### config.mk
export PLATFORM = sky130hd
export DESIGN_NAME = i2c_regfront
export DESIGN_NICKNAME = d
export VERILOG_FILES = /design/src/rtl/i2cf_pkg.sv /design/src/rtl/i2cf_fifo.sv /design/src/rtl/i2cf_handoff.sv /design/src/rtl/i2cf_irq.sv /design/src/rtl/i2c_regfront.sv
export SDC_FILE = /design/constraint.sdc
export NUM_CORES = 1
export LEC_CHECK = 0
export BUFFER_PORTS_ARGS = -buffer_cell sky130_fd_sc_hd__buf_2
export CORE_AREA = 2 2 84 167
export CTS_CLUSTER_DIAMETER = 80
export DETAILED_ROUTE_END_ITERATION = 10
export DIE_AREA = 0 0 86 169
export HOLD_SLACK_MARGIN = 0.02
export PLACE_DENSITY = 0.88
export SLEW_MARGIN = 10
export SYNTH_ARGS = -nofsm -noshare
export SYNTH_HDL_FRONTEND = slang
export SYNTH_HIERARCHICAL = 1
export SYNTH_SLANG_ARGS = --single-unit
### constraint.sdc
create_clock -name clk -period 3.05 [get_ports clk]
set_input_delay 0.1525 -clock clk [delete_from_list [all_inputs] [get_ports clk]]
set_output_delay 0.1525 -clock clk [all_outputs]
set_load 0.02 [all_outputs]
### src/rtl/i2cf_pkg.sv
package i2cf_pkg;

    localparam int unsigned ADDR_W = 6;

    localparam logic [ADDR_W-1:0] OFF_CMD  = 6'h00;
    localparam logic [ADDR_W-1:0] OFF_RXD  = 6'h04;
    localparam logic [ADDR_W-1:0] OFF_CTRL = 6'h08;
    localparam logic [ADDR_W-1:0] OFF_IER  = 6'h0C;
    localparam logic [ADDR_W-1:0] OFF_ISR  = 6'h10;
    localparam logic [ADDR_W-1:0] OFF_STAT = 6'h14;
    localparam logic [ADDR_W-1:0] OFF_CLVL = 6'h18;
    localparam logic [ADDR_W-1:0] OFF_RLVL = 6'h1C;
    localparam logic [ADDR_W-1:0] OFF_SCLL = 6'h20;
    localparam logic [ADDR_W-1:0] OFF_SCLH = 6'h24;
    localparam logic [ADDR_W-1:0] OFF_HOLD = 6'h28;

    localparam int unsigned CMD_W   = 10;
    localparam int unsigned BIT_STA = 9;
    localparam int unsigned BIT_STO = 8;

    localparam int unsigned ISR_W = 5;

    typedef enum logic [0:0] {
        HS_IDLE  = 1'b0,
        HS_OFFER = 1'b1
    } hs_state_e;

endpackage

### src/rtl/i2cf_fifo.sv
module i2cf_fifo #(
    parameter int unsigned WIDTH = 8,
    parameter int unsigned DEPTH = 4,
    parameter int unsigned LW    = $clog2(DEPTH + 1)
) (
    input  logic             clk,
    input  logic             rst_n,
    input  logic             flush,
    input  logic             push,
    input  logic [WIDTH-1:0] wdata,
    input  logic             pop,
    output logic [WIDTH-1:0] rdata,
    output logic [LW-1:0]    level,
    output logic             full,
    output logic             empty
);
    localparam int unsigned PW = (DEPTH > 1) ? $clog2(DEPTH) : 1;

    logic [WIDTH-1:0] mem [DEPTH];
    logic [PW-1:0]    wp_q, rp_q;
    logic [LW-1:0]    cnt_q;
    logic             do_push, do_pop;

    function automatic logic [PW-1:0] bump(input logic [PW-1:0] p);
        return (p == PW'(DEPTH - 1)) ? '0 : p + 1'b1;
    endfunction

    assign full    = (cnt_q == LW'(DEPTH));
    assign empty   = (cnt_q == '0);
    assign do_push = push && !full;
    assign do_pop  = pop && !empty;
    assign level   = cnt_q;
    assign rdata   = mem[rp_q];

    always_ff @(posedge clk) begin
        if (do_push && !flush) begin
            mem[wp_q] <= wdata;
        end
    end

    always_ff @(posedge clk) begin
        if (!rst_n || flush) begin
            wp_q  <= '0;
            rp_q  <= '0;
            cnt_q <= '0;
        end else begin
            if (do_push) wp_q <= bump(wp_q);
            if (do_pop)  rp_q <= bump(rp_q);
            cnt_q <= cnt_q + LW'(do_push) - LW'(do_pop);
        end
    end


    level_bound_chk: assert property (@(posedge clk) disable iff (!rst_n)
        cnt_q <= LW'(DEPTH));


    full_drop_chk: assert property (@(posedge clk) disable iff (!rst_n)
        (full && push && !pop && !flush) |=> full);

endmodule

### src/rtl/i2cf_handoff.sv
module i2cf_handoff
    import i2cf_pkg::*;
(
    input  logic clk,
    input  logic rst_n,
    input  logic en,
    input  logic fifo_empty,
    input  logic cmd_accept,
    output logic offer,
    output logic pop
);
    hs_state_e st_q, st_d;

    always_ff @(posedge clk) begin
        if (!rst_n) st_q <= HS_IDLE;
        else        st_q <= st_d;
    end

    always_comb begin
        st_d = st_q;
        unique case (st_q)
            HS_IDLE:  if (en && !fifo_empty)  st_d = HS_OFFER;
            HS_OFFER: if (!en || cmd_accept)  st_d = HS_IDLE;
        endcase
    end

    always_comb begin
        offer = (st_q == HS_OFFER) && en;
        pop   = offer && cmd_accept;
    end


    offer_nonempty_chk: assert property (@(posedge clk) disable iff (!rst_n)
        offer |-> !fifo_empty);


    offer_hold_chk: assert property (@(posedge clk) disable iff (!rst_n)
        (offer && !cmd_accept) |=> (offer || !en));

endmodule

### src/rtl/i2cf_irq.sv
module i2cf_irq
    import i2cf_pkg::*;
#(
    parameter int unsigned LW = 3
) (
    input  logic             clk,
    input  logic             rst_n,
    input  logic             set_rxof,
    input  logic             set_arb,
    input  logic             set_nack,
    input  logic             clr_wr,
    input  logic [ISR_W-1:0] clr_mask,
    input  logic [ISR_W-1:0] ier,
    input  logic [LW-1:0]    cmd_level,
    input  logic [LW-1:0]    rx_level,
    input  logic [1:0]       cmd_thr,
    input  logic [1:0]       rx_thr,
    output logic [ISR_W-1:0] isr,
    output logic             irq
);
    logic [2:0] sticky_q, sticky_set, sticky_clr;
    logic       txrdy, rxrdy;

    assign sticky_set = {set_rxof, set_arb, set_nack};
    assign sticky_clr = clr_wr ? clr_mask[4:2] : 3'b000;

    always_ff @(posedge clk) begin
        if (!rst_n) sticky_q <= '0;
        else        sticky_q <= (sticky_q & ~sticky_clr) | sticky_set;
    end

    always_comb begin
        txrdy = (cmd_level <= LW'(cmd_thr));
        rxrdy = (rx_level > LW'(rx_thr));
        isr   = {sticky_q, rxrdy, txrdy};
        irq   = |(isr & ier);
    end


    nack_w1c_chk: assert property (@(posedge clk) disable iff (!rst_n)
        (clr_wr && clr_mask[2] && !set_nack) |=> !isr[2]);


    arb_sticky_chk: assert property (@(posedge clk) disable iff (!rst_n)
        (isr[3] && !(clr_wr && clr_mask[3])) |=> isr[3]);

endmodule

### src/rtl/i2c_regfront.sv
module i2c_regfront
    import i2cf_pkg::*;
#(
    parameter int unsigned FIFO_DEPTH = 4,
    parameter int unsigned CNT_W      = 16
) (
    input  logic              clk,
    input  logic              rst_n,
    input  logic              reg_wr,
    input  logic              reg_rd,
    input  logic [ADDR_W-1:0] reg_addr,
    input  logic [31:0]       reg_wdata,
    output logic [31:0]       reg_rdata,
    output logic              irq,
    output logic              core_en,
    output logic              fast_mode,
    output logic [CNT_W-1:0]  scl_low_cnt,
    output logic [CNT_W-1:0]  scl_high_cnt,
    output logic [CNT_W-1:0]  sda_hold_cnt,
    output logic              cmd_valid,
    output logic              cmd_start,
    output logic              cmd_stop,
    output logic [7:0]        cmd_byte,
    input  logic              cmd_accept,
    input  logic              eng_busy,
    input  logic              rx_valid,
    input  logic [7:0]        rx_byte,
    input  logic              arb_lost,
    input  logic              nack_seen
);
    localparam int unsigned LW = $clog2(FIFO_DEPTH + 1);

    logic [5:0]       ctrl_q;
    logic [ISR_W-1:0] ier_q;
    logic [CNT_W-1:0] low_q, high_q, hold_q;

    logic             flush;
    logic             cmd_push, cmd_pop, cmd_full, cmd_empty;
    logic [CMD_W-1:0] cmd_head;
    logic [LW-1:0]    cmd_level;
    logic             rx_push, rx_pop, rx_full, rx_empty;
    logic [7:0]       rx_head;
    logic [LW-1:0]    rx_level;
    logic [ISR_W-1:0] isr;
    logic             busy;

    always_ff @(posedge clk) begin
        if (!rst_n) begin
            ctrl_q <= '0;
            ier_q  <= '0;
            low_q  <= '0;
            high_q <= '0;
            hold_q <= '0;
        end else if (reg_wr) begin
            case (reg_addr)
                OFF_CTRL: ctrl_q <= reg_wdata[5:0];
                OFF_IER:  ier_q  <= reg_wdata[ISR_W-1:0];
                OFF_SCLL: low_q  <= reg_wdata[CNT_W-1:0];
                OFF_SCLH: high_q <= reg_wdata[CNT_W-1:0];
                OFF_HOLD: hold_q <= reg_wdata[CNT_W-1:0];
                default: ;
            endcase
        end
    end

    assign core_en      = ctrl_q[0];
    assign fast_mode    = ctrl_q[1];
    assign scl_low_cnt  = low_q;
    assign scl_high_cnt = high_q;
    assign sda_hold_cnt = hold_q;
    assign flush        = !core_en;

    assign cmd_push = reg_wr && (reg_addr == OFF_CMD) && core_en;
    assign rx_push  = rx_valid && core_en;
    assign rx_pop   = reg_rd && (reg_addr == OFF_RXD);

    i2cf_fifo #(.WIDTH(CMD_W), .DEPTH(FIFO_DEPTH), .LW(LW)) u_cmd_fifo (
        .clk   (clk),
        .rst_n (rst_n),
        .flush (flush),
        .push  (cmd_push),
        .wdata (reg_wdata[CMD_W-1:0]),
        .pop   (cmd_pop),
        .rdata (cmd_head),
        .level (cmd_level),
        .full  (cmd_full),
        .empty (cmd_empty)
    );

    i2cf_fifo #(.WIDTH(8), .DEPTH(FIFO_DEPTH), .LW(LW)) u_rx_fifo (
        .clk   (clk),
        .rst_n (rst_n),
        .flush (flush),
        .push  (rx_push),
        .wdata (rx_byte),
        .pop   (rx_pop),
        .rdata (rx_head),
        .level (rx_level),
        .full  (rx_full),
        .empty (rx_empty)
    );

    i2cf_handoff u_handoff (
        .clk        (clk),
        .rst_n      (rst_n),
        .en         (core_en),
        .fifo_empty (cmd_empty),
        .cmd_accept (cmd_accept),
        .offer      (cmd_valid),
        .pop        (cmd_pop)
    );

    assign cmd_start = cmd_valid && cmd_head[BIT_STA];
    assign cmd_stop  = cmd_valid && cmd_head[BIT_STO];
    assign cmd_byte  = cmd_valid ? cmd_head[7:0] : 8'h00;

    i2cf_irq #(.LW(LW)) u_irq (
        .clk       (clk),
        .rst_n     (rst_n),
        .set_rxof  (rx_push && rx_full),
        .set_arb   (arb_lost),
        .set_nack  (nack_seen),
        .clr_wr    (reg_wr && (reg_addr == OFF_ISR)),
        .clr_mask  (reg_wdata[ISR_W-1:0]),
        .ier       (ier_q),
        .cmd_level (cmd_level),
        .rx_level  (rx_level),
        .cmd_thr   (ctrl_q[3:2]),
        .rx_thr    (ctrl_q[5:4]),
        .isr       (isr),
        .irq       (irq)
    );

    assign busy = eng_busy || cmd_valid;

    always_comb begin
        reg_rdata = '0;
        case (reg_addr)
            OFF_RXD:  reg_rdata = rx_empty ? 32'h0 : {24'h0, rx_head};
            OFF_CTRL: reg_rdata = {26'h0, ctrl_q};
            OFF_IER:  reg_rdata = 32'(ier_q);
            OFF_ISR:  reg_rdata = 32'(isr);
            OFF_STAT: reg_rdata = {31'h0, busy};
            OFF_CLVL: reg_rdata = 32'(cmd_level);
            OFF_RLVL: reg_rdata = 32'(rx_level);
            OFF_SCLL: reg_rdata = 32'(low_q);
            OFF_SCLH: reg_rdata = 32'(high_q);
            OFF_HOLD: reg_rdata = 32'(hold_q);
            default:  reg_rdata = '0;
        endcase
    end


    rx_ovf_chk: assert property (@(posedge clk) disable iff (!rst_n)
        (core_en && rx_valid && rx_full) |=> isr[4]);


    flush_chk: assert property (@(posedge clk) disable iff (!rst_n)
        !core_en |=> (cmd_level == '0 && rx_level == '0));


    cmd_stable_chk: assert property (@(posedge clk) disable iff (!rst_n)
        (cmd_valid && !cmd_accept) |=>
            (!core_en || (cmd_valid && $stable({cmd_start, cmd_stop, cmd_byte}))));

endmodule

## Word-level counts from Yosys, hierarchy flattened

Memories as Yosys holds them, arrays and structs flattened. A register that Yosys moved wholly into a read port is not among the register bits.
Index checks and enable logic that the tools add are counted.

- Flip-flop bits (word level): 77
- Memory bits (writable): 72
- Bits of input ports: 55
- Output and inout bits: 94
- Logic and storage cells: 100
- Memories kept: 2

Memory list:

| memory | depth | bits a word | read ports | clocked after Yosys merged registers in | wr ports | line | text |
|---|---|---|---|---|---|---|---|
| u_cmd_fifo.mem | 4 | 10 | 1 | 1 | 1 | i2cf_fifo.sv:19 | `logic [WIDTH-1:0] mem [DEPTH];` |
| u_rx_fifo.mem | 4 | 8 | 1 | 1 | 1 | i2cf_fifo.sv:19 |  |

- Add/sub/neg operators: 8
- Order comparisons: 2
- Equality and inequality tests: 16
- Mux-type cells: 19
- Bitwise operators: 5
- Reductions and logical operators: 35

Operators with widths:

| operator | count |
|---|---|
| $pmux 16 s10 | 1 |
| $eq 6x5->1 const B | 4 |
| $eq 6x6->1 const B | 3 |
| $logic_and 1x1->1 | 17 |
| $mux 2 | 8 |
| $mux 8 | 2 |
| $eq 6x4->1 const B | 2 |
| $reduce_and 2->1 | 5 |
| $add 2x1->2 const B | 4 |
| $eq 2x2->1 const B | 4 |
| $add 3x1->3 | 2 |
| $eq 3x3->1 const B | 2 |
| $eq 6x3->1 const B | 1 |
| $logic_not 1->1 | 6 |
| $logic_not 3->1 | 2 |
| $logic_not 6->1 | 1 |
| $mux 1 | 6 |
| $sub 3x1->3 | 2 |
| $and 5x5->5 | 1 |
| $reduce_or 5->1 | 1 |
| $and 3x3->3 | 1 |
| $gt 3x2->1 | 1 |
| $le 3x2->1 | 1 |
| $logic_or 1x1->1 | 3 |
| 5 further kinds | 5 |

## Longest topological paths before layout

- Depth in word-level cells: 7
- Gate-level depth with buffers: 13

## Hierarchy

The synthesis kept the hierarchy.

By module, submodules not included:

| module | times used | cells each | area an instance (um2) | sequential area each (um2) |
|---|---|---|---|---|
| i2c_regfront | 1 | 400 | 3218.1 | 1181.1 |
| i2cf_fifo (u_cmd_fifo) | 1 | 103 | 1986.9 | 1381.3 |
| i2cf_fifo (u_rx_fifo) | 1 | 93 | 1657.8 | 1141.1 |
| i2cf_irq | 1 | 32 | 265.3 | 60.1 |
| i2cf_handoff | 1 | 5 | 51.3 | 20.0 |

## Least setup slack after synthesis

No wires, ideal clock.

- Kind: input-to-reg
- Start: in reg_wr
- End: reg u_cmd_fifo.cnt_q[2] (netlist: u_cmd_fifo/level[2])
- Library setup time: 0.115 ns
- Data arrival time: 2.300 ns
- Required time: 2.935 ns
- Path slack: 0.635 ns
- Stages: 12
- Path buffers: 4
- Path through: clkbuf_1 > clkbuf_1 > buf_2 > and4_1 > nand2b_4 > buf_12 > ha_1 > inv_1 > ha_1 > fa_1 > xnor2_1 > nor2_1

- Word-level cells in the longest chain between the ends: 5

RTL lines:

| element | line | text |
|---|---|---|
| start: declaration | i2c_regfront.sv:9 | `input logic reg_wr,` |
| $logic_and 1x1->1 (2 in series) | i2c_regfront.sv:73 | `assign cmd_push = reg_wr && (reg_addr == OFF_CMD) && core_en;` |
| net cmd_push | i2c_regfront.sv:38 | `logic cmd_push, cmd_pop, cmd_full, cmd_empty;` |
| $logic_and 1x1->1 | i2cf_fifo.sv:30 | `assign do_push = push && !full;` |
| $add 3x1->3 | i2cf_fifo.sv:49 | `cnt_q <= cnt_q + LW'(do_push) - LW'(do_pop);` |
| $sub 3x1->3 | i2cf_fifo.sv:49 |  |
| end signal: assignment | i2cf_fifo.sv:49 |  |
| end: declaration | i2cf_fifo.sv:21 | `logic [LW-1:0] cnt_q;` |

The timed path passes the listed nets, and every way through them passes these cells.
A chain may end at the register's enable or synchronous reset.

## Worst setup path in the final report

- Start: reg u_rx_fifo.cnt_q[2] (netlist: u_rx_fifo/level[2])
- End: reg u_rx_fifo.cnt_q[2] (netlist: u_rx_fifo/level[2])

- Word-level cells in the longest chain between the ends: 5
- Elaborated cells on any way between the ends: 8
- Classes of those cells: add/sub (2); eq/ne (1); reduce/logical (5)

RTL lines:

| element | line | text |
|---|---|---|
| start: declaration | i2cf_fifo.sv:21 |  |
| start signal: assignment | i2cf_fifo.sv:49 |  |
| $eq 3x3->1 | i2cf_fifo.sv:28 | `assign full = (cnt_q == LW'(DEPTH));` |
| net rx_full | i2c_regfront.sv:41 | `logic rx_push, rx_pop, rx_full, rx_empty;` |
| $logic_not 1->1 | i2cf_fifo.sv:30 |  |
| $logic_and 1x1->1 | i2cf_fifo.sv:30 |  |
| $add 3x1->3 | i2cf_fifo.sv:49 |  |
| $sub 3x1->3 | i2cf_fifo.sv:49 |  |

The timed path passes the listed nets, and every way through them passes these cells.

==> impl_results.md <==
- Status: finished, final reports clean
- Commonest non-fill, non-tap cell in the layout: buf_2
- Final Max Tran Viols: 0
- DRT iter0 DRCs: slightly below 600
- GR Overflow Total: 0
- Largest net degree at the start of global routing: 68
- Critical path type: flip-flop to flip-flop
- Overall routing resource usage: 0.2457
- Avg Synthesized Cell Area: approximately 11 µm²
- Yosys warnings: 6
- Number of flops mapped to enable cells by yosys: just over 70
- Delay-heaviest family, CP: simple AND/OR/NAND/NOR gates
- GPL Wtd Cong: between 0.9 and 1
- Skew-Pair Late Insertion Delay: between 400 and 500 ps
- Slowest CP cell: dfxtp_1
- Fmax: 386.9 MHz
- Die area: 14530 µm²
- Die Height: 169 µm
- Crit path time final: about 2600 ps
- Most frequent cells in the layout: 116 x buf_2, 96 x nand2_1, 81 x dfxtp_1, 72 x nand3_1, 72 x edfxtp_1
- Synth Flop Type: dfxtp_1
- Post-CTS Setup Bufs: 0
- Vias in the first global route: between 5000 and 6000
- Cell chain of the critical path: nor3b_2 -> nand2b_1 -> ha_1 -> inv_1 -> ha_1 -> inv_1 -> fa_1 -> xor2_1 -> and2_1 -> nor3_1
- Number of diodes: 0
- Worst hold slack: around 25 ps
- Routed WL: roughly 18000 µm
- Htree depth: 4
- Number of hold violations in the final report: 0
- Seq/Total Area, Yosys: 0.5270
- Vias: around 5400
- P&R area growth vs syn: 18.32%
- CTS tree: yes
- Max Fanout on Critical Path: 8
- Startpoint Class: flip-flop
- Register-to-Register Path Depth: 10
- Hold depth: 1
- Max-cap viol count: 0
- Synth unique cells: 66
- Post-Synthesis Cells: roughly 630
- Starting density of the core: 0.5403
- TritonCTS Buffers: 17
- RSZ-0062 raised after global routing: no
- Clock Tree Buf Depth: 2
- Pwr dens: approximately 520 nW/µm²
- Worst-margin pin slew: between 800 and 900 ps
- Routed length per placed instance: roughly 19 µm
- Clock skew: a little over 10 ps
- Crit path largest cell delay: between 500 and 600 ps
- Antenna violations before repair: 0
- Setup TNS: 0 ps
- Reg clk slew, reported paths: 60 ps
- Mapped cell area: roughly 7200 µm²
- Number of nets with antenna violations after routing: 0
- Worst EP required: 3380 ps
- Buf/Inv on CP: 2
- Final #Nets: between 800 and 900
- IO Pins: around 150
- TritonCTS sink count: around 150
- Total leakage power: around 3.3 nW
- Row Count: 60
- Arr. time, crit path: 2920 ps
- Fraction of registers with async set or reset after synthesis: 0
- Core area: about 13000 µm²
- Vias per inst: just under 6
- Crit path depth: 10
- Root buffer cell: clkbuf_16
- HPWL Detailed: 11840 µm
- First-pass GRT wire length: roughly 28000 µm
- Final setup vio count: 0
- Peak VDD IR: approximately 0.00038 V
- Worst slew margin: 0.4622
- Die width: 86 µm
- #FFs+latches synth: 153
- DR pass1 iterations: 6
- Port Buffers: ~120
- Crit path capture type: flip-flop
- Share of cells above drive strength 1: 0.2688
- Hold WC Path Type: input pin to flip-flop
- Tcrit/Tclk final: 0.8473
- DRC errors left: 0
## report_power, final
part / internal, mW / total (mW) / switching (mW)
registers: 2.15 / 2.16 / 0.00503
clock network: 1.22 / 2.06 / 0.844
logic: 0.0607 / 0.179 / 0.118
## flip-flops by register name, summed over array words and instances, names as in the netlist, named ones only
register          count
scl_high_cnt         16
u_rx_fifo/mem        32
u_handoff/st_q        1
u_rx_fifo/rp_q        2
u_irq/sticky_q        3
u_rx_fifo/level       3
u_cmd_fifo/mem       40
scl_low_cnt          16
ctrl_q                6
ier_q                 5
u_cmd_fifo/wp_q       2
sda_hold_cnt         16
u_rx_fifo/wp_q        2
u_cmd_fifo/level      3
u_cmd_fifo/rp_q       2
## cell type report
cell class                      instances  area, µm²
Clock inverter                         12      138.9
Inverter                               17      63.81
Timing Repair Buffer                  147      848.3
Multi-Input combinational cell        421       3029
Clock buffer                           20      436.7
Tap cell                              155      193.9
Sequential cell                       153       3784
Fill cell                             969       4793
## repair_timing
action / CTS / global route
gates resized for setup: 0 / 0
hold buffers: 14 / 0
hold endpoints to repair: 41 / 0
## through the flow
stage	instances	utilization	power, mW	cell area (µm²)	worst slack, ps
after floorplan	648	-	2.306	7236	635.0
after CTS	925	0.6393	4.414	8494	458.2
after global placement	879	0.5854	2.356	7779	621.7
after global routing	925	0.6393	4.512	8494	270.7
final	925	0.6393	4.396	8494	465.6
after detailed placement	879	0.5854	2.360	7779	477.0
## worst paths after layout
kind,startpoint,endpoint,slack (ps)
setup / recovery,u_rx_fifo/level[2],u_rx_fifo/level[2],470
hold / removal,reg_wdata[7],u_cmd_fifo/mem[0][7],30
setup reg to reg,u_rx_fifo/level[2],u_rx_fifo/level[2],470
hold reg to reg,sda_hold_cnt[11],sda_hold_cnt[11],470
## synthesized netlist by cell type (all sizes together) (12+ instances only)
| master | count | area, µm² |
|---|---|---|
| clkbuf | 19 | 72.56 |
| buf | 38 | 286.5 |
| nand3 | 73 | 370.4 |
| mux4 | 18 | 405.4 |
| a21boi | 54 | 409.1 |
| nand2 | 96 | 360.4 |
| ha | 18 | 225.2 |
| dfxtp | 81 | 1622 |
| edfxtp | 72 | 2162 |
| a22oi | 13 | 97.59 |
| nor3b | 12 | 135.1 |
| inv | 17 | 63.81 |
| and2 | 17 | 107.6 |
## metal layers
layer	track usage	part of all wire	routed length, µm
met5	0	0	0
met4	0.1146	0.038	673
met3	0.06436	0.085	1492
met2	0.3957	0.49	8709
met1	0.3057	0.38	6730
## worst register-to-register path, cell delays in order, from the launching register on
cell and delay [ps]:
dfxtp_1 510, nor3b_2 240, nand2b_1 360, ha_1 300, inv_1 60, ha_1 130
inv_1 50, fa_1 390, xor2_1 160, and2_1 170, nor3_1 120
## kinds of logic (layout without fill, tap and decap cells)
family / count (synthesis) / in the layout / share of synthesized area
compound gates: 104 / 104 / 0.1091
other cells: 1 / 16 / 0.0005223
mux: 27 / 27 / 0.06936
buf+inv: 74 / 196 / 0.05890
flops: 153 / 153 / 0.5270
simple gates: 251 / 251 / 0.1945
fa+ha+maj: 20 / 20 / 0.03695
xor+xnor: 3 / 3 / 0.003660
No activity file was read; power rests on OpenSTA's default activity.
